===== src/rtl/pmc_pkg.sv =====
package pmc_pkg;
  typedef enum logic [1:0] {
    M_RUN  = 2'd0,
    M_HALT = 2'd1,
    M_STBY = 2'd2,
    M_STAB = 2'd3
  } pmc_mode_e;

  typedef enum logic [1:0] {
    C_NONE = 2'd0,
    C_INT  = 2'd1,
    C_EXT  = 2'd2
  } pmc_cause_e;
endpackage


===== src/rtl/pmc_div.sv =====
module pmc_div #(
  parameter int NSTEP = 6,
  parameter int SW    = 3
) (
  input  logic          clk,
  input  logic          rst_n,
  input  logic          run,
  input  logic [SW-1:0] sel_in,
  output logic          tick
);
  localparam int CW = NSTEP;
  localparam logic [SW-1:0] SEL_MAX = SW'(NSTEP - 1);

  logic [CW-1:0] cnt_q, cnt_d, lim;
  logic [SW-1:0] sel_q, sel_d, sel_ok;

  // clamp only when the select field can encode more than NSTEP settings
  generate
    if ((1 << SW) > NSTEP) begin : g_clamp
      assign sel_ok = (sel_in > SEL_MAX) ? SEL_MAX : sel_in;
    end else begin : g_pass
      assign sel_ok = sel_in;
    end
  endgenerate

  assign lim  = (CW'(1) << sel_q) - CW'(1);
  assign tick = run && (cnt_q == lim);

  always_comb begin
    cnt_d = cnt_q;
    sel_d = sel_q;
    if (!run) begin
      cnt_d = '0;
      sel_d = sel_ok;
    end else if (tick) begin
      cnt_d = '0;
      sel_d = sel_ok;        // rate switches only at a period boundary
    end else begin
      cnt_d = cnt_q + CW'(1);
    end
  end

  always_ff @(posedge clk or negedge rst_n) begin
    if (!rst_n) begin
      cnt_q <= '0;
      sel_q <= '0;
    end else begin
      cnt_q <= cnt_d;
      sel_q <= sel_d;
    end
  end

  p_cnt_in_period_r6: assert property (@(posedge clk) disable iff (!rst_n)
    cnt_q <= lim);
  p_sel_holds_midperiod_r7: assert property (@(posedge clk) disable iff (!rst_n)
    (run && !tick) |=> $stable(sel_q));
endmodule


===== src/rtl/pmc_fsm.sv =====
module pmc_fsm
  import pmc_pkg::*;
#(
  parameter int STW = 12
) (
  input  logic           clk,
  input  logic           rst_n,
  input  logic           sleep_req,
  input  logic           sleep_stby,
  input  logic [STW-1:0] stab_load,
  input  logic           int_any,
  input  logic           ext_any,
  output pmc_mode_e      mode_o,
  output pmc_cause_e     cause_o
);
  pmc_mode_e      mode_q, mode_d;
  pmc_cause_e     cause_q, cause_d;
  logic [STW-1:0] lat_q, lat_d, scnt_q, scnt_d;

  always_comb begin
    mode_d  = mode_q;
    cause_d = cause_q;
    lat_d   = lat_q;
    scnt_d  = scnt_q;
    unique case (mode_q)
      M_RUN: begin
        if (sleep_req) begin
          if (!sleep_stby) begin
            if (!(int_any || ext_any)) mode_d = M_HALT;
          end else if (!ext_any) begin
            mode_d = M_STBY;
            lat_d  = stab_load;
          end
        end
      end
      M_HALT: begin
        if (int_any || ext_any) begin
          mode_d  = M_RUN;
          cause_d = ext_any ? C_EXT : C_INT;
        end
      end
      M_STBY: begin
        if (ext_any) begin
          mode_d  = M_STAB;
          scnt_d  = lat_q;
          cause_d = C_EXT;
        end
      end
      M_STAB: begin
        if (scnt_q == '0) mode_d = M_RUN;
        else              scnt_d = scnt_q - 1'b1;
      end
      default: mode_d = M_RUN;
    endcase
  end

  always_ff @(posedge clk or negedge rst_n) begin
    if (!rst_n) begin
      mode_q  <= M_RUN;
      cause_q <= C_NONE;
      lat_q   <= '0;
      scnt_q  <= '0;
    end else begin
      mode_q  <= mode_d;
      cause_q <= cause_d;
      lat_q   <= lat_d;
      scnt_q  <= scnt_d;
    end
  end

  assign mode_o  = mode_q;
  assign cause_o = cause_q;

  p_int_ignored_stby_r2: assert property (@(posedge clk) disable iff (!rst_n)
    (mode_q == M_STBY && !ext_any) |=> (mode_q == M_STBY));
  p_settle_holds_r3: assert property (@(posedge clk) disable iff (!rst_n)
    (mode_q == M_STAB && scnt_q != '0) |=> (mode_q == M_STAB));
  p_halt_exit_r5: assert property (@(posedge clk) disable iff (!rst_n)
    (mode_q == M_HALT && (int_any || ext_any)) |=> (mode_q == M_RUN));
  p_refuse_halt_r10: assert property (@(posedge clk) disable iff (!rst_n)
    (mode_q == M_RUN && sleep_req && !sleep_stby && (int_any || ext_any)) |=> (mode_q == M_RUN));
  p_refuse_stby_r10: assert property (@(posedge clk) disable iff (!rst_n)
    (mode_q == M_RUN && sleep_req && sleep_stby && ext_any) |=> (mode_q == M_RUN));
endmodule


===== src/rtl/pmc_top.sv =====
module pmc_top
  import pmc_pkg::*;
#(
  parameter int NPER      = 4,
  parameter int NINT      = 4,
  parameter int NEXT      = 2,
  parameter int STW       = 12,
  parameter int CPU_STEPS = 6,
  parameter int PER_STEPS = 4,
  parameter int CSW       = $clog2(CPU_STEPS),
  parameter int PSW       = $clog2(PER_STEPS)
) (
  input  logic            clk,
  input  logic            rst_n,
  input  logic            sleep_req,
  input  logic            sleep_stby,
  input  logic [CSW-1:0]  freq_sel,
  input  logic [PSW-1:0]  pdiv_sel,
  input  logic [NPER-1:0] per_en,
  input  logic [NPER-1:0] halt_gate,
  input  logic [STW-1:0]  stab_load,
  input  logic [NINT-1:0] irq_int,
  input  logic [NEXT-1:0] irq_ext,
  output logic            osc_en,
  output logic            cpu_clk_en,
  output logic [NPER-1:0] per_clk_en,
  output logic [1:0]      mode,
  output logic [1:0]      wake_cause
);
  logic [1:0] rs_q;
  logic       rst_core_n;
  pmc_mode_e  mode_w;
  pmc_cause_e cause_w;
  logic       osc_run, in_halt, cpu_tick, per_tick;

  // asynchronous assert, synchronous release
  always_ff @(posedge clk or negedge rst_n) begin
    if (!rst_n) rs_q <= '0;
    else        rs_q <= {rs_q[0], 1'b1};
  end
  assign rst_core_n = rs_q[1];

  pmc_fsm #(.STW(STW)) u_fsm (
    .clk(clk), .rst_n(rst_core_n),
    .sleep_req(sleep_req), .sleep_stby(sleep_stby), .stab_load(stab_load),
    .int_any(|irq_int), .ext_any(|irq_ext),
    .mode_o(mode_w), .cause_o(cause_w)
  );

  assign osc_run = (mode_w == M_RUN) || (mode_w == M_HALT);
  assign in_halt = (mode_w == M_HALT);

  pmc_div #(.NSTEP(CPU_STEPS), .SW(CSW)) u_cpu_div (
    .clk(clk), .rst_n(rst_core_n), .run(osc_run), .sel_in(freq_sel), .tick(cpu_tick)
  );
  pmc_div #(.NSTEP(PER_STEPS), .SW(PSW)) u_per_div (
    .clk(clk), .rst_n(rst_core_n), .run(osc_run), .sel_in(pdiv_sel), .tick(per_tick)
  );

  assign osc_en     = (mode_w != M_STBY);
  assign cpu_clk_en = cpu_tick && (mode_w == M_RUN);

  generate
    for (genvar i = 0; i < NPER; i++) begin : g_per
      assign per_clk_en[i] = per_tick && per_en[i] && !(in_halt && halt_gate[i]);
    end
  endgenerate

  assign mode       = mode_w;
  assign wake_cause = cause_w;

  p_no_pulse_osc_off_r1: assert property (@(posedge clk) disable iff (!rst_core_n)
    !osc_en |-> (!cpu_clk_en && per_clk_en == '0));
  p_halt_keeps_osc_r4: assert property (@(posedge clk) disable iff (!rst_core_n)
    (mode == 2'd1) |-> (osc_en && !cpu_clk_en));
endmodule


===== config.mk =====
export PLATFORM = sky130hd
export DESIGN_NAME = pmc_top
export DESIGN_NICKNAME = d
export VERILOG_FILES = /design/src/rtl/pmc_pkg.sv /design/src/rtl/pmc_div.sv /design/src/rtl/pmc_fsm.sv /design/src/rtl/pmc_top.sv
export SDC_FILE = /design/constraint.sdc
export NUM_CORES = 1
export LEC_CHECK = 0
export ABC_AREA = 0
export BUFFER_PORTS_ARGS = -buffer_cell sky130_fd_sc_hd__buf_2
export CORE_MARGIN = 1
export CORE_UTILIZATION = 25
export CTS_BUF_LIST = sky130_fd_sc_hd__clkbuf_16
export DETAILED_ROUTE_END_ITERATION = 8
export SLEW_MARGIN = 15
export SYNTH_ARGS = -nofsm -noshare
export SYNTH_HDL_FRONTEND = slang
export SYNTH_SLANG_ARGS = --single-unit

===== constraint.sdc =====
create_clock -name clk -period 2.7 [get_ports clk]
set_clock_uncertainty 0.15 [all_clocks]
set_input_delay 0.54 -clock clk [delete_from_list [all_inputs] [get_ports clk]]
set_output_delay 0.54 -clock clk [all_outputs]
set_load 0.01 [all_outputs]

## Word-level counts from Yosys, hierarchy flattened

Index checks and enable logic that the tools add are counted.

| word-level totals | value |
|---|---|
| flip-flop bits (word level) | 45 |
| input bits | 35 |
| output and inout bits | 10 |
| logic and storage cells | 88 |

| operators by class | value |
|---|---|
| $add $sub $neg | 5 |
| order comparisons | 1 |
| eq/ne operators | 15 |
| shifts and indexed selects | 2 |
| mux-type cells | 24 |
| bitwise logic cells | 1 |
| reductions and logical operators | 31 |

Operators with widths:

| cell | number |
|---|---|
| 12-bit two-way mux | 2 |
| 2-bit two-way mux | 12 |
| 12-bit case mux with 2 select lines | 1 |
| 1-bit logical AND | 15 |
| 12-bit zero test | 1 |
| 6-bit two-way mux | 2 |
| 12-bit by 1-bit subtractor with 12-bit output, second input constant | 1 |
| 2-bit inequality test, second input constant | 5 |
| 3-bit two-way mux | 3 |
| 4-bit two-way mux | 2 |
| 2-bit case mux with 4 select lines | 1 |
| 6-bit by 1-bit adder with 6-bit output, second input constant | 1 |
| 6-bit == test | 1 |
| 2-bit by 1-bit inequality test with 1-bit output, second input constant | 3 |
| 3-bit inequality test, second input constant | 2 |
| 3-bit AND reduction | 2 |
| 6-bit AND reduction | 1 |
| 1-bit by 3-bit left shift with 6-bit output, first input constant | 1 |
| 6-bit by 2-bit subtractor with 6-bit output, second input constant | 1 |
| 4-bit by 1-bit adder with 4-bit output, second input constant | 1 |
| 2-bit == test, second input constant | 2 |
| 4-bit == test | 1 |
| 1-bit zero test | 4 |
| 2-bit case mux with 2 select lines | 1 |
| other kinds (11) | 13 |

## Depth between registers and ports, before layout

Gate-level depths: netlist (run 1).

| depth | value |
|---|---|
| depth after elaboration | 6 |
| gate-level depth with buffers | 10 |
| depth with buffers taken out | 8 |

## Cells and area by module

Synthesis (run 1) repeated with hierarchy kept, for this count alone.

| unflattened totals | value |
|---|---|
| cells, all modules | 238 |
| area, all modules | 2472.4 um^2 |

Modules (own cells, without submodules):

| module | instances | cells each | area an instance (um^2) | sequential area each (um^2) |
|---|---|---|---|---|
| pmc_fsm | 1 | 137 | 1471.4 | 700.7 |
| pmc_div at u_cpu_div | 1 | 51 | 521.8 | 225.2 |
| pmc_div at u_per_div | 1 | 33 | 352.8 | 150.1 |
| pmc_top | 1 | 17 | 126.4 | 50.0 |

## Least setup slack after synthesis (run 1)

No wires, ideal clock.

| path | value |
|---|---|
| path type | register to output |
| start | register u_cpu_div.sel_q[2] |
| end | output port cpu_clk_en |
| arrival | 1.855 ns |
| data required time | 2.010 ns |
| path slack | 0.155 ns |
| stages on the path, launching flop included | 7 |
| path buffers | 1 |
| cell sequence | dfrtp_1 buf_2 or3_1 ha_1 xnor2_1 o41ai_1 and4_1 |

| on the way | value |
|---|---|
| longest elaborated chain between the ends | 5 |

RTL lines:

| element | RTL line | text |
|---|---|---|
| start, declared | pmc_div.sv:15 | `logic [SW-1:0] sel_q, sel_d, sel_ok;` |
| start signal, assigned | pmc_div.sv:49 | `sel_q <= sel_d;` |
| 1-bit by 3-bit left shift with 6-bit output | pmc_div.sv:26 | `assign lim = (CW'(1) << sel_q) - CW'(1);` |
| 6-bit by 2-bit subtractor with 6-bit output | pmc_div.sv:26 |  |
| 6-bit == test | pmc_div.sv:27 | `assign tick = run && (cnt_q == lim);` |
| 1-bit logical AND | pmc_div.sv:27 |  |
| 1-bit logical AND | pmc_top.sv:61 | `assign cpu_clk_en = cpu_tick && (mode_w == M_RUN);` |
| end, declared | pmc_top.sv:25 | `output logic cpu_clk_en,` |

Every way passes these cells.

## Worst setup path in the final report (run 1)

Same ends and word-level chain as after synthesis.

==> reports/qor.tcl, run 1 <==
set qor(die_height_um) 99.6
set qor(synth-edff-count) 0
set qor(mostFrequentLayoutCell) {sky130_fd_sc_hd__dfrtp_1}
set qor(detailedRoute.firstPassIterationCount) 4
set qor(antenna_found_initial) 0
set qor(timing.final.setup_violations) 3
set qor(numClockSinks) 45
set qor(starting_density_pct) 25.8
set qor(reg_clk_slew_reported_paths_ns) 0.06
set qor(worst_ep_required_time_ns) 2.01
set qor(postSynthRegisterBits) 45
set qor(drt_iter0_drc) 60
set qor(timing.final.crit_share_pct) 106
set qor(relSlewSlack_pct) 35.4
set qor(n_antenna_cell) 0
set qor(clock-root-buffer) {sky130_fd_sc_hd__clkbuf_16}
set qor(synthArstFlopShare_pct) 100
set qor(postRouteAntennaNets) 0
set qor(ff2ff_setup_slack_ns) -0.12
set qor(vias) 1979
set qor(synth.yosys.seq_area_share_pct) 47.3
set qor(grt_use_total_pct) 12.0
set qor(routed_wl_um) 5570
set qor(critPathMaxFanout) 4
set qor(rows) 35
set qor(synth_area_per_cell_um2) 9.76
set qor(power_per_cell_area_nw_per_um2) 1110
set qor(routedWlPerCell_um) 13.2
set qor(clock_latency_ns) 0.29
set qor(max_slew.worst_pin.slew_ns) 0.964
set qor(place_inst) 411
set qor(detail_route.vias_per_cell) 4.68
set qor(floorplan.die_area_um2) 9920
set qor(ys_types) 52
set qor(timing.final.crit_period_ns) 2.86
set qor(final_cell_count_no_fill) 423
set qor(place_hpwl_um) 3930
set qor(syn_to_final_growth_pct) 25.6
set qor(ys_warn_count) 0
set qor(finish.utilization_pct) 32.4
set qor(drive_gt1_share_pct) 32.0
set qor(worstHoldPathType) {flop to asynchronous set/reset pin}
set qor(failed_checks) {setup timing}
set qor(outcome) {finished, violations left}
set qor(power.static_leakage_uw) 0.00133
set qor(netlist_area_um2) 2380
set qor(placeableCoreArea_um2) 9240
set qor(cts_htree_levels) 2
set qor(routabilityCongestion) 0.765
set qor(vias_in_the_first_global_route) 1900
set qor(globalRouteOverflowTotal) 0
set qor(portBuffers) 44
set qor(final_net_count) 333
set qor(floorplan.die.width_um) 99.6
set qor(clockBufferDepth) 2
set qor(design.portCount) 45
set qor(max_cap_violations) 0
set qor(hold_violations) 0
set qor(setup.worst_path.end_class) {output port}
set qor(grt_first_pass_wirelength_um) 9170
set qor(path_class) {flop to output port}
set qor(cts_inserted_buffers) 5
set qor(final_cell_mix) {sky130_fd_sc_hd__dfrtp_1, sky130_fd_sc_hd__buf_2, sky130_fd_sc_hd__nor2_1, sky130_fd_sc_hd__o21ai_0, sky130_fd_sc_hd__mux2_2}
set qor(clock.fmax_mhz) 349
set qor(setup_slack_after_layout_ns) -0.163
set qor(cp_data_arrival_time_ns) 2.17
set qor(rsz_0062_raised_after_global_routing) {yes}
set qor(mappedNetlistNets) 283
set qor(synth_flop_cell) {sky130_fd_sc_hd__dfrtp_1}
set qor(sort_of_element_at_the_start_of_the_critical_path) {flop}
set qor(post_synth_inst_count) 244
set qor(maximum_number_of_pins_on_one_net_before_global_route_repair) 44
set qor(drt_drc_violations_left) 0
set qor(final-max-slew-violation-count) 0
set qor(ir_drop_mv) 0.462
set qor(cts_tree) {yes}
## flip-flops by register name, summed over array words and instances (netlist names)
name,count
rs_q,2
u_fsm.lat_q,12
u_fsm.mode_o,2
u_per_div.sel_q,2
u_cpu_div.sel_q,3
u_per_div.cnt_q,4
u_fsm.cause_o,2
u_cpu_div.cnt_q,6
u_fsm.scnt_q,12
## cell usage after synthesis (5+ instances only)
master	n	area (um2)
sky130_fd_sc_hd__inv_1	8	30.0
sky130_fd_sc_hd__clkbuf_1	6	22.5
sky130_fd_sc_hd__buf_2	5	25.0
sky130_fd_sc_hd__nand3_1	6	30.0
sky130_fd_sc_hd__nand2_1	15	56.3
sky130_fd_sc_hd__nor2_1	27	101
sky130_fd_sc_hd__mux2_2	16	180
sky130_fd_sc_hd__o21ai_0	19	95.1
sky130_fd_sc_hd__xnor2_1	6	52.6
sky130_fd_sc_hd__nor3_1	7	35.0
sky130_fd_sc_hd__a21oi_1	14	70.1
sky130_fd_sc_hd__dfrtp_1	45	1130
## critical path: stages, from the launching register on
cell,delay [ns]
sky130_fd_sc_hd__dfrtp_1,0.38
sky130_fd_sc_hd__or3_4,0.39
sky130_fd_sc_hd__ha_4,0.20
sky130_fd_sc_hd__xnor2_1,0.15
sky130_fd_sc_hd__o41ai_2,0.37
sky130_fd_sc_hd__and4_1,0.27
sky130_fd_sc_hd__buf_2,0.14
## power breakdown
group / leakage [uW] / internal [uW] / switching [uW]
Combinational: 0.000707 / 766 / 754
Clock: 0.0000685 / 331 / 242
Sequential: 0.000557 / 964 / 272
Total: 0.00133 / 2060 / 1270
## stage by stage
step | instance area, um2 | setup slack, ns | TNS, ns | hold slack, ns | total power, uW
finish | 2990 | -0.163 | -0.391 | 0.164 | 3330
global route | 2990 | -0.251 | -0.688 | 0.207 | 3580
CTS | 2990 | -0.0880 | -0.194 | 0.206 | 3330
detailed placement | 2760 | 0.0810 | 0 | 0.178 | 2540
global placement | 2760 | 0.158 | 0 | 0.176 | 2510
floorplan | 2380 | 0.155 | 0 | 0.0944 | 2190
## cell type report
| cell class | instances | area [um2] |
|---|---|---|
| fillers | 972 | 6250 |
| multi-input cells | 176 | 1210 |
| flip-flops and latches | 45 | 1130 |
| repair buffers | 58 | 328 |
| well taps | 129 | 161 |
| clock buffers | 5 | 125 |
| inverters | 8 | 30.0 |
| clock inverters | 2 | 7.51 |
## kinds of logic after synthesis
group | after synthesis | synth area share [%]
and+or+nand+nor | 84 | 18.7
AOI/OAI and AO/OA | 59 | 15.6
DFF | 45 | 47.3
buffers and inverters | 23 | 4.05
muxes | 18 | 8.41
xor gates and xnor gates | 10 | 3.68
adders and majority gates | 4 | 2.10
other | 1 | 0.157
## path summary, 6_finish.rpt
kind / startpoint / to / depth (start not counted)
setup reg to reg: u_cpu_div.sel_q[2] / u_cpu_div.sel_q[2] / 11
max in group asynchronous: rs_q[1] / u_fsm.scnt_q[4] / 1
hold / removal: rs_q[1] / u_fsm.lat_q[11] / 1
setup / recovery: u_cpu_div.sel_q[2] / cpu_clk_en / 6
min in group clk: rs_q[0] / rs_q[1] / 0
hold reg to reg: rs_q[1] / u_fsm.lat_q[11] / 1
## per-layer routing
| layer | track usage [%] | routed length (um) | vias to the layer above |
|---|---|---|---|
| met1 | 14.6 | 2500 | 952 |
| li1 | - | - | 976 |
| met2 | 20.2 | 2740 | 43 |
| met5 | 0 | 0 | - |
| met3 | 3.65 | 254 | 8 |
| met4 | 3.73 | 77 | 0 |
## repair_timing
action                                  in CTS  in global routing
pin swaps                                    3                  2
endpoints found under the setup margin       1                  4
buffers inserted                             4                  0
endpoints found under the hold margin        2                  0
resized for setup                           10                  0
hold buffers                                 1                  0
No activity file was read; power rests on OpenSTA's default activity.
==> inputs of run 2 (changes only) <==
--- a/config.mk
+++ b/config.mk
@@ -9,7 +9,7 @@
 export BUFFER_PORTS_ARGS = -buffer_cell sky130_fd_sc_hd__buf_2
 export CORE_MARGIN = 1
 export CORE_UTILIZATION = 25
-export CTS_BUF_LIST = sky130_fd_sc_hd__clkbuf_16
+export CTS_BUF_LIST = sky130_fd_sc_hd__clkbuf_8
 export DETAILED_ROUTE_END_ITERATION = 8
 export SLEW_MARGIN = 15
 export SYNTH_ARGS = -nofsm -noshare
==> constraint.sdc (replaced) <==
create_clock -name clk -period 2.6 [get_ports clk]
set_clock_uncertainty 0.15 [all_clocks]
set_input_delay 0.52 -clock clk [delete_from_list [all_inputs] [get_ports clk]]
set_output_delay 0.52 -clock clk [all_outputs]
set_load 0.01 [all_outputs]
==> reports/qor.tcl, run 2 (synthesis gave the netlist of run 1 again) <==
set qor(cp_data_arrival_time_ns) 2.13 ;# -0.04 ns
set qor(detailedRoute.firstPassIterationCount) 4 ;# unchanged
set qor(routabilityCongestion) 0.767 ;# +0.25%
set qor(power.static_leakage_uw) 0.00132 ;# -0.62%
set qor(clock_latency_ns) 0.30 ;# about the same
set qor(placeableCoreArea_um2) 9240 ;# unchanged
set qor(max_slew.worst_pin.slew_ns) 0.669 ;# -0.296 ns
set qor(rows) 35 ;# unchanged
set qor(hold_violations) 0 ;# unchanged
set qor(grt_use_met3_pct) 2.46 ;# -1.2 points
set qor(detail_route.vias_per_cell) 4.65 ;# -0.51%
set qor(globalRouteOverflowTotal) 0 ;# unchanged
set qor(global_route.peak_usage_layer) {met2}
set qor(cts_tree) {yes}
set qor(portBuffers) 44 ;# unchanged
set qor(floorplan.die.width_um) 99.6 ;# unchanged
set qor(worstHoldPathType) {flop to asynchronous set/reset pin}
set qor(syn_to_final_growth_pct) 25.2
set qor(p_seq_share_pct) 38.8 ;# +1.7 points
set qor(final-max-slew-violation-count) 0 ;# unchanged
set qor(drive_gt1_share_pct) 32.7 ;# +0.68 points
set qor(postRouteAntennaNets) 0 ;# unchanged
set qor(timing.final.crit_period_ns) 2.80
set qor(routedWlPerCell_um) 13.1 ;# -0.32%
set qor(drt_drc_violations_left) 0 ;# unchanged
set qor(numClockSinks) 45 ;# unchanged
set qor(die_height_um) 99.6 ;# unchanged
set qor(place_hpwl_um) 3930 ;# about the same
set qor(max_cap_violations) 0 ;# unchanged
set qor(power.clock.fraction_pct) 15.6 ;# -1.6 points
set qor(n_antenna_cell) 0 ;# unchanged
set qor(netSwitchingFraction_pct) 39.1 ;# +1.0 points
set qor(drt_iter0_drc) 49 ;# -18%
set qor(critical-path-top-delay-family) {simple AND/OR/NAND/NOR gates}
set qor(maximum_number_of_pins_on_one_net_before_global_route_repair) 44 ;# unchanged
set qor(worst_path_largest_cell_delay_ns) 0.40 ;# about the same
set qor(timing.critical_path.cells) {or3_4, ha_4, o211a_1, a211oi_4, xor2_1, and4_1, buf_2}
set qor(power_per_cell_area_nw_per_um2) 1140 ;# +2.8%
set qor(use_met2_pct) 20.5 ;# +0.27 points
set qor(reg_clk_slew_reported_paths_ns) 0.09 ;# +0.03 ns
set qor(worst_r2r_startpoint) {u_cpu_div.sel_q[1]}
set qor(largestRegisters) {u_fsm.lat_q: 12 flops, u_fsm.scnt_q: 12 flops, u_cpu_div.cnt_q: 6 flops}
set qor(finish.utilization_pct) 32.3 ;# -0.11 points
set qor(cp.buffers_inverters) 1 ;# unchanged
set qor(path_class) {flop to output port}
set qor(power_uw) 3410 ;# +2.5%
set qor(routed_wl_um) 5550 ;# -0.32%
set qor(setup.worst_path.end_class) {output port}
set qor(cellInternalPower_uw) 2080 ;# +0.73%
set qor(sort_of_element_at_the_start_of_the_critical_path) {flop}
set qor(ir_drop_mv) 0.587 ;# +27%
set qor(crit_start) {u_cpu_div.sel_q[1]}
set qor(cts_inserted_buffers) 5 ;# unchanged
set qor(design.portCount) 45 ;# unchanged
set qor(outcome) {finished, violations left}
set qor(clockBufferDepth) 2 ;# unchanged
set qor(vias_in_the_first_global_route) 1942 ;# +2.2%
set qor(antenna_found_initial) 0 ;# unchanged
set qor(setup_slack_after_layout_ns) -0.203 ;# -0.0400 ns
set qor(floorplan.die_area_um2) 9920 ;# unchanged
set qor(worst_ep_required_time_ns) 1.93 ;# -0.08 ns
set qor(grt_first_pass_wirelength_um) 9380 ;# +2.3%
set qor(timing.final.crit_share_pct) 108
set qor(grt_use_total_pct) 11.9 ;# -0.038 points
set qor(clock-root-buffer) {sky130_fd_sc_hd__clkbuf_8}
set qor(final_cell_mix) {sky130_fd_sc_hd__dfrtp_1, sky130_fd_sc_hd__buf_2, sky130_fd_sc_hd__nor2_1, sky130_fd_sc_hd__o21ai_0, sky130_fd_sc_hd__mux2_2}
set qor(starting_density_pct) 25.8 ;# unchanged
set qor(critPathSlowestCell) {sky130_fd_sc_hd__or3_4}
set qor(cts_htree_levels) 2 ;# unchanged
set qor(rsz_0062_raised_after_global_routing) {yes}
set qor(final_net_count) 332 ;# -0.30%
set qor(p_switching_uw) 1330 ;# +5.3%
set qor(mostFrequentLayoutCell) {sky130_fd_sc_hd__dfrtp_1}
set qor(met1_usage_pct) 15.4 ;# +0.82 points
set qor(critPathMaxFanout) 4 ;# unchanged
set qor(vias) 1969 ;# -0.51%
set qor(timing.final.setup_violations) 1 ;# -2
set qor(clock.fmax_mhz) 357
set qor(power_frac_comb_pct) 45.6 ;# about the same
set qor(whs_ns) 0.151 ;# -0.0124 ns
set qor(relSlewSlack_pct) 55.3 ;# +20 points
set qor(failed_checks) {setup timing}
run 2: worst paths after layout:
path / slack (ns) / to / cells past startpoint
hold reg to reg: 0.15 / u_fsm.lat_q[9] / 1
min in group clk: 0.21 / rs_q[1] / 0
hold / removal: 0.15 / u_fsm.lat_q[9] / 1
setup / recovery: -0.20 / cpu_clk_en / 7
setup reg to reg: 0.05 / u_cpu_div.sel_q[1] / 9
max in group asynchronous: 1.73 / u_cpu_div.sel_q[0] / 1
run 2: final cells by class:
class / count / area [um2]
Fill cell: 946 / 6260
Multi-Input combinational cell: 176 / 1230
Clock inverter: 3 / 42.5
Timing Repair Buffer: 57 / 324
Inverter: 8 / 30.0
Clock buffer: 5 / 68.8
Tap cell: 129 / 161
Sequential cell: 45 / 1130
run 2: worst register-to-register path: cells and delay by family (launching register included):
kind                     cells  cell delay [ns]
AO/OA/AOI/OAI                3             0.52
XOR/XNOR                     1             0.21
adder cells (fa/ha/maj)      1             0.20
buffers and inverters        2             0.23
flip-flops                   1             0.39
multiplexers                 1             0.35
AND/OR/NAND/NOR              1             0.40
run 2: per-stage QoR:
stage / setup slack [ns] / instances / setup TNS [ns] / area [um2]
global placement: 0.0807 / 410 / 0 / 2760
detailed placement: 0.0200 / 410 / 0 / 2760
floorplan: 0.0609 / 244 / 0 / 2380
global route: -0.345 / 423 / -0.463 / 2980
CTS: -0.227 / 421 / -0.227 / 2950
finish: -0.203 / 423 / -0.203 / 2980
run 2: power groups by stage:
stage | sequential (uW) | combinational [uW] | clock, uW
3_5_place_dp | 1330 | 1310 | 0
4_1_cts | 1320 | 1460 | 548
6_report | 1320 | 1560 | 532
2_1_floorplan | 1220 | 1060 | 0
5_1_grt | 1380 | 1740 | 577
3_3_place_gp | 1320 | 1270 | 0
run 2: timing repair:
| item | 4_1_cts | 5_1_grt |
|---|---|---|
| hold endpoints to repair | 2 | 0 |
| hold buffers | 1 | 0 |
| pin swaps | 6 | 7 |
| gates resized for setup | 10 | 3 |
| endpoints found under the setup margin | 1 | 4 |
| buffers inserted | 2 | 2 |
run 2: metal layers:
layer  up-vias  share of wire (%)
met3         7                3.3
met5         -                  0
li1        967                  -
met4         0                1.0
met1       966                 45
met2        29                 50
==> inputs of run 3 (changes only) <==
--- a/config.mk
+++ b/config.mk
@@ -7,10 +7,13 @@
 export LEC_CHECK = 0
 export ABC_AREA = 0
 export BUFFER_PORTS_ARGS = -buffer_cell sky130_fd_sc_hd__buf_2
+export CELL_PAD_IN_SITES_DETAIL_PLACEMENT = 1
+export CELL_PAD_IN_SITES_GLOBAL_PLACEMENT = 1
 export CORE_MARGIN = 1
 export CORE_UTILIZATION = 25
 export CTS_BUF_LIST = sky130_fd_sc_hd__clkbuf_8
 export DETAILED_ROUTE_END_ITERATION = 8
+export PLACE_DENSITY_LB_ADDON = 0.1
 export SLEW_MARGIN = 15
 export SYNTH_ARGS = -nofsm -noshare
 export SYNTH_HDL_FRONTEND = slang
==> reports/qor.tcl, run 3 (synthesis gave the netlist of run 1 again) <==
set qor(max_cap_violations) 0 ;# unchanged
set qor(postRouteAntennaNets) 0 ;# unchanged
set qor(setup_slack_after_layout_ns) -0.162 ;# +0.0411 ns
set qor(die_height_um) 99.6 ;# unchanged
set qor(detail_route.vias_per_cell) 4.64 ;# -0.26%
set qor(final-max-slew-violation-count) 0 ;# unchanged
set qor(post_cts_setup_buffer_count) 0 ;# -2
set qor(power.static_leakage_uw) 0.00136 ;# +2.4%
set qor(sort_of_element_at_the_start_of_the_critical_path) {flop}
set qor(final_cell_mix) {sky130_fd_sc_hd__buf_2, sky130_fd_sc_hd__dfrtp_1, sky130_fd_sc_hd__nor2_1, sky130_fd_sc_hd__buf_4, sky130_fd_sc_hd__o21ai_0}
set qor(clock-root-buffer) {sky130_fd_sc_hd__clkbuf_8}
set qor(finalSetupTns_ns) -0.162 ;# +0.0411 ns
set qor(maximum_number_of_pins_on_one_net_before_global_route_repair) 25 ;# -43%
set qor(critical_path.reg2reg.endpoint) {u_cpu_div.sel_q[2]}
set qor(ff2ff_setup_slack_ns) 0.26 ;# +0.21 ns
set qor(grt_use_total_pct) 13.7 ;# +1.8 points
set qor(worstHoldPathType) {flop to asynchronous set/reset pin}
set qor(max_slew.worst_pin.slew_ns) 0.742 ;# +0.0733 ns
set qor(drt_drc_violations_left) 0 ;# unchanged
set qor(design.portCount) 45 ;# unchanged
set qor(drt_iter0_drc) 34 ;# -31%
set qor(cts_tree) {yes}
set qor(routed_wl_um) 6210 ;# +12%
set qor(cts_inserted_buffers) 5 ;# unchanged
set qor(syn_to_final_growth_pct) 26.6
set qor(numClockSinks) 45 ;# unchanged
set qor(rsz_0062_raised_after_global_routing) {yes}
set qor(floorplan.die.width_um) 99.6 ;# unchanged
set qor(reg2regPathDepth) 8 ;# -1
set qor(starting_density_pct) 25.8 ;# unchanged
set qor(clock.fmax_mhz) 362 ;# +1.5%
set qor(timing.final.setup_violations) 1 ;# unchanged
set qor(rows) 35 ;# unchanged
set qor(filler_cell_count) 1074 ;# +14%
set qor(n_antenna_cell) 0 ;# unchanged
set qor(largestRegisters) {u_fsm.lat_q: 12 flops, u_fsm.scnt_q: 12 flops, u_cpu_div.cnt_q: 6 flops}
set qor(globalRouteOverflowTotal) 0 ;# unchanged
set qor(vias) 2001 ;# +1.6%
set qor(outcome) {finished, violations left}
set qor(routabilityCongestion) 0.699 ;# -8.9%
set qor(clock_latency_ns) 0.29 ;# about the same
set qor(timing.final.crit_share_pct) 106 ;# -1.6 points
set qor(critPathMaxFanout) 4 ;# unchanged
set qor(path_class) {flop to output port}
set qor(portBuffers) 44 ;# unchanged
set qor(power_per_cell_area_nw_per_um2) 1110 ;# -3.3%
set qor(hold_violations) 0 ;# unchanged
set qor(failed_checks) {setup timing}
set qor(detailedRoute.firstPassIterationCount) 4 ;# unchanged
set qor(clockBufferDepth) 2 ;# unchanged
set qor(timing.final.crit_period_ns) 2.76 ;# -0.0411 ns
set qor(cp_data_arrival_time_ns) 2.09 ;# -0.04 ns
set qor(place_hpwl_um) 4670 ;# +19%
set qor(grt_first_pass_wirelength_um) 10600 ;# +13%
set qor(worst_r2r_startpoint) {u_cpu_div.sel_q[2]}
set qor(ir_drop_mv) 0.431 ;# -27%
set qor(floorplan.die_area_um2) 9920 ;# unchanged
set qor(drive_gt1_share_pct) 35.1 ;# +2.4 points
set qor(cts_htree_levels) 2 ;# unchanged
set qor(reg_clk_slew_reported_paths_ns) 0.09 ;# about the same
set qor(finish.utilization_pct) 32.6 ;# +0.37 points
set qor(setup.worst_path.end_class) {output port}
set qor(relSlewSlack_pct) 50.4 ;# -4.9 points
set qor(placeableCoreArea_um2) 9240 ;# unchanged
set qor(vias_in_the_first_global_route) 2118 ;# +9.1%
set qor(antenna_found_initial) 0 ;# unchanged
set qor(routedWlPerCell_um) 14.4 ;# +9.7%
set qor(worst_ep_required_time_ns) 1.93 ;# about the same
set qor(final_net_count) 340 ;# +2.4%
run 3: timing repair:
item | CTS | global route
gates cloned | 0 | 0
pin swaps | 1 | 1
resized for setup | 9 | 1
hold buffers | 1 | 0
endpoints found under the setup margin | 1 | 5
hold endpoints to repair | 2 | 0
run 3: through the flow:
stage                     hold WS, ns  power [uW]  area, um2  setup slack, ns  instances
after global placement          0.131        2760       2850           0.0199        422
after floorplan                0.0744        2280       2380           0.0609        244
after detailed placement        0.149        2800       2850           0.0336        422
final                           0.123        3330       3020           -0.162        431
after global routing            0.177        3670       3020           -0.338        431
after CTS                       0.155        3400       3010           -0.174        431
run 3: routing by layer:
layer	global-route usage (%)	wire, um	vias up
met5	0	0	-
met4	3.05	59	0
met3	2.60	145	5
met1	17.9	2950	985
li1	-	-	986
met2	23.6	3060	25
run 3: final cells by class:
type / instances / area (um2) / share of cell area [%]
repair buffers: 65 / 380 / 12.6
inverters: 8 / 30.0 / 0.996
clock inverters: 1 / 5.00 / 0.166
multi-input cells: 176 / 1210 / 40.3
flip-flops and latches: 45 / 1130 / 37.4
well taps: 129 / 161 / 5.35
clock buffers: 7 / 96.3 / 3.20
run 3: worst max-delay path: stages, from the launching register on:
cell and delay (ns):
sky130_fd_sc_hd__dfrtp_1 0.38, sky130_fd_sc_hd__or3_4 0.40, sky130_fd_sc_hd__ha_4 0.19, sky130_fd_sc_hd__nor4b_2 0.24, sky130_fd_sc_hd__a211oi_2 0.08, sky130_fd_sc_hd__xor2_1 0.18
sky130_fd_sc_hd__and4_1 0.19, sky130_fd_sc_hd__buf_2 0.13
run 3: power by group:
part | internal (uW) | total (uW) | leakage (uW) | switching (uW)
sequential | 997 | 1320 | 0.000556 | 321
clock | 241 | 480 | 0.0000542 | 239
combinational | 790 | 1540 | 0.000745 | 746
total | 2030 | 3330 | 0.00136 | 1310
run 3: worst max-delay path by stage:
stage                                     to               start  slack [ns]
after floorplan           u_cpu_div.sel_q[2]  u_cpu_div.sel_q[2]        0.06
after global placement            cpu_clk_en  u_cpu_div.sel_q[2]        0.02
after detailed placement          cpu_clk_en  u_cpu_div.sel_q[2]        0.03
after CTS                         cpu_clk_en  u_cpu_div.sel_q[2]       -0.17
after global routing              cpu_clk_en  u_cpu_div.sel_q[2]       -0.34
final                             cpu_clk_en  u_cpu_div.sel_q[2]       -0.16
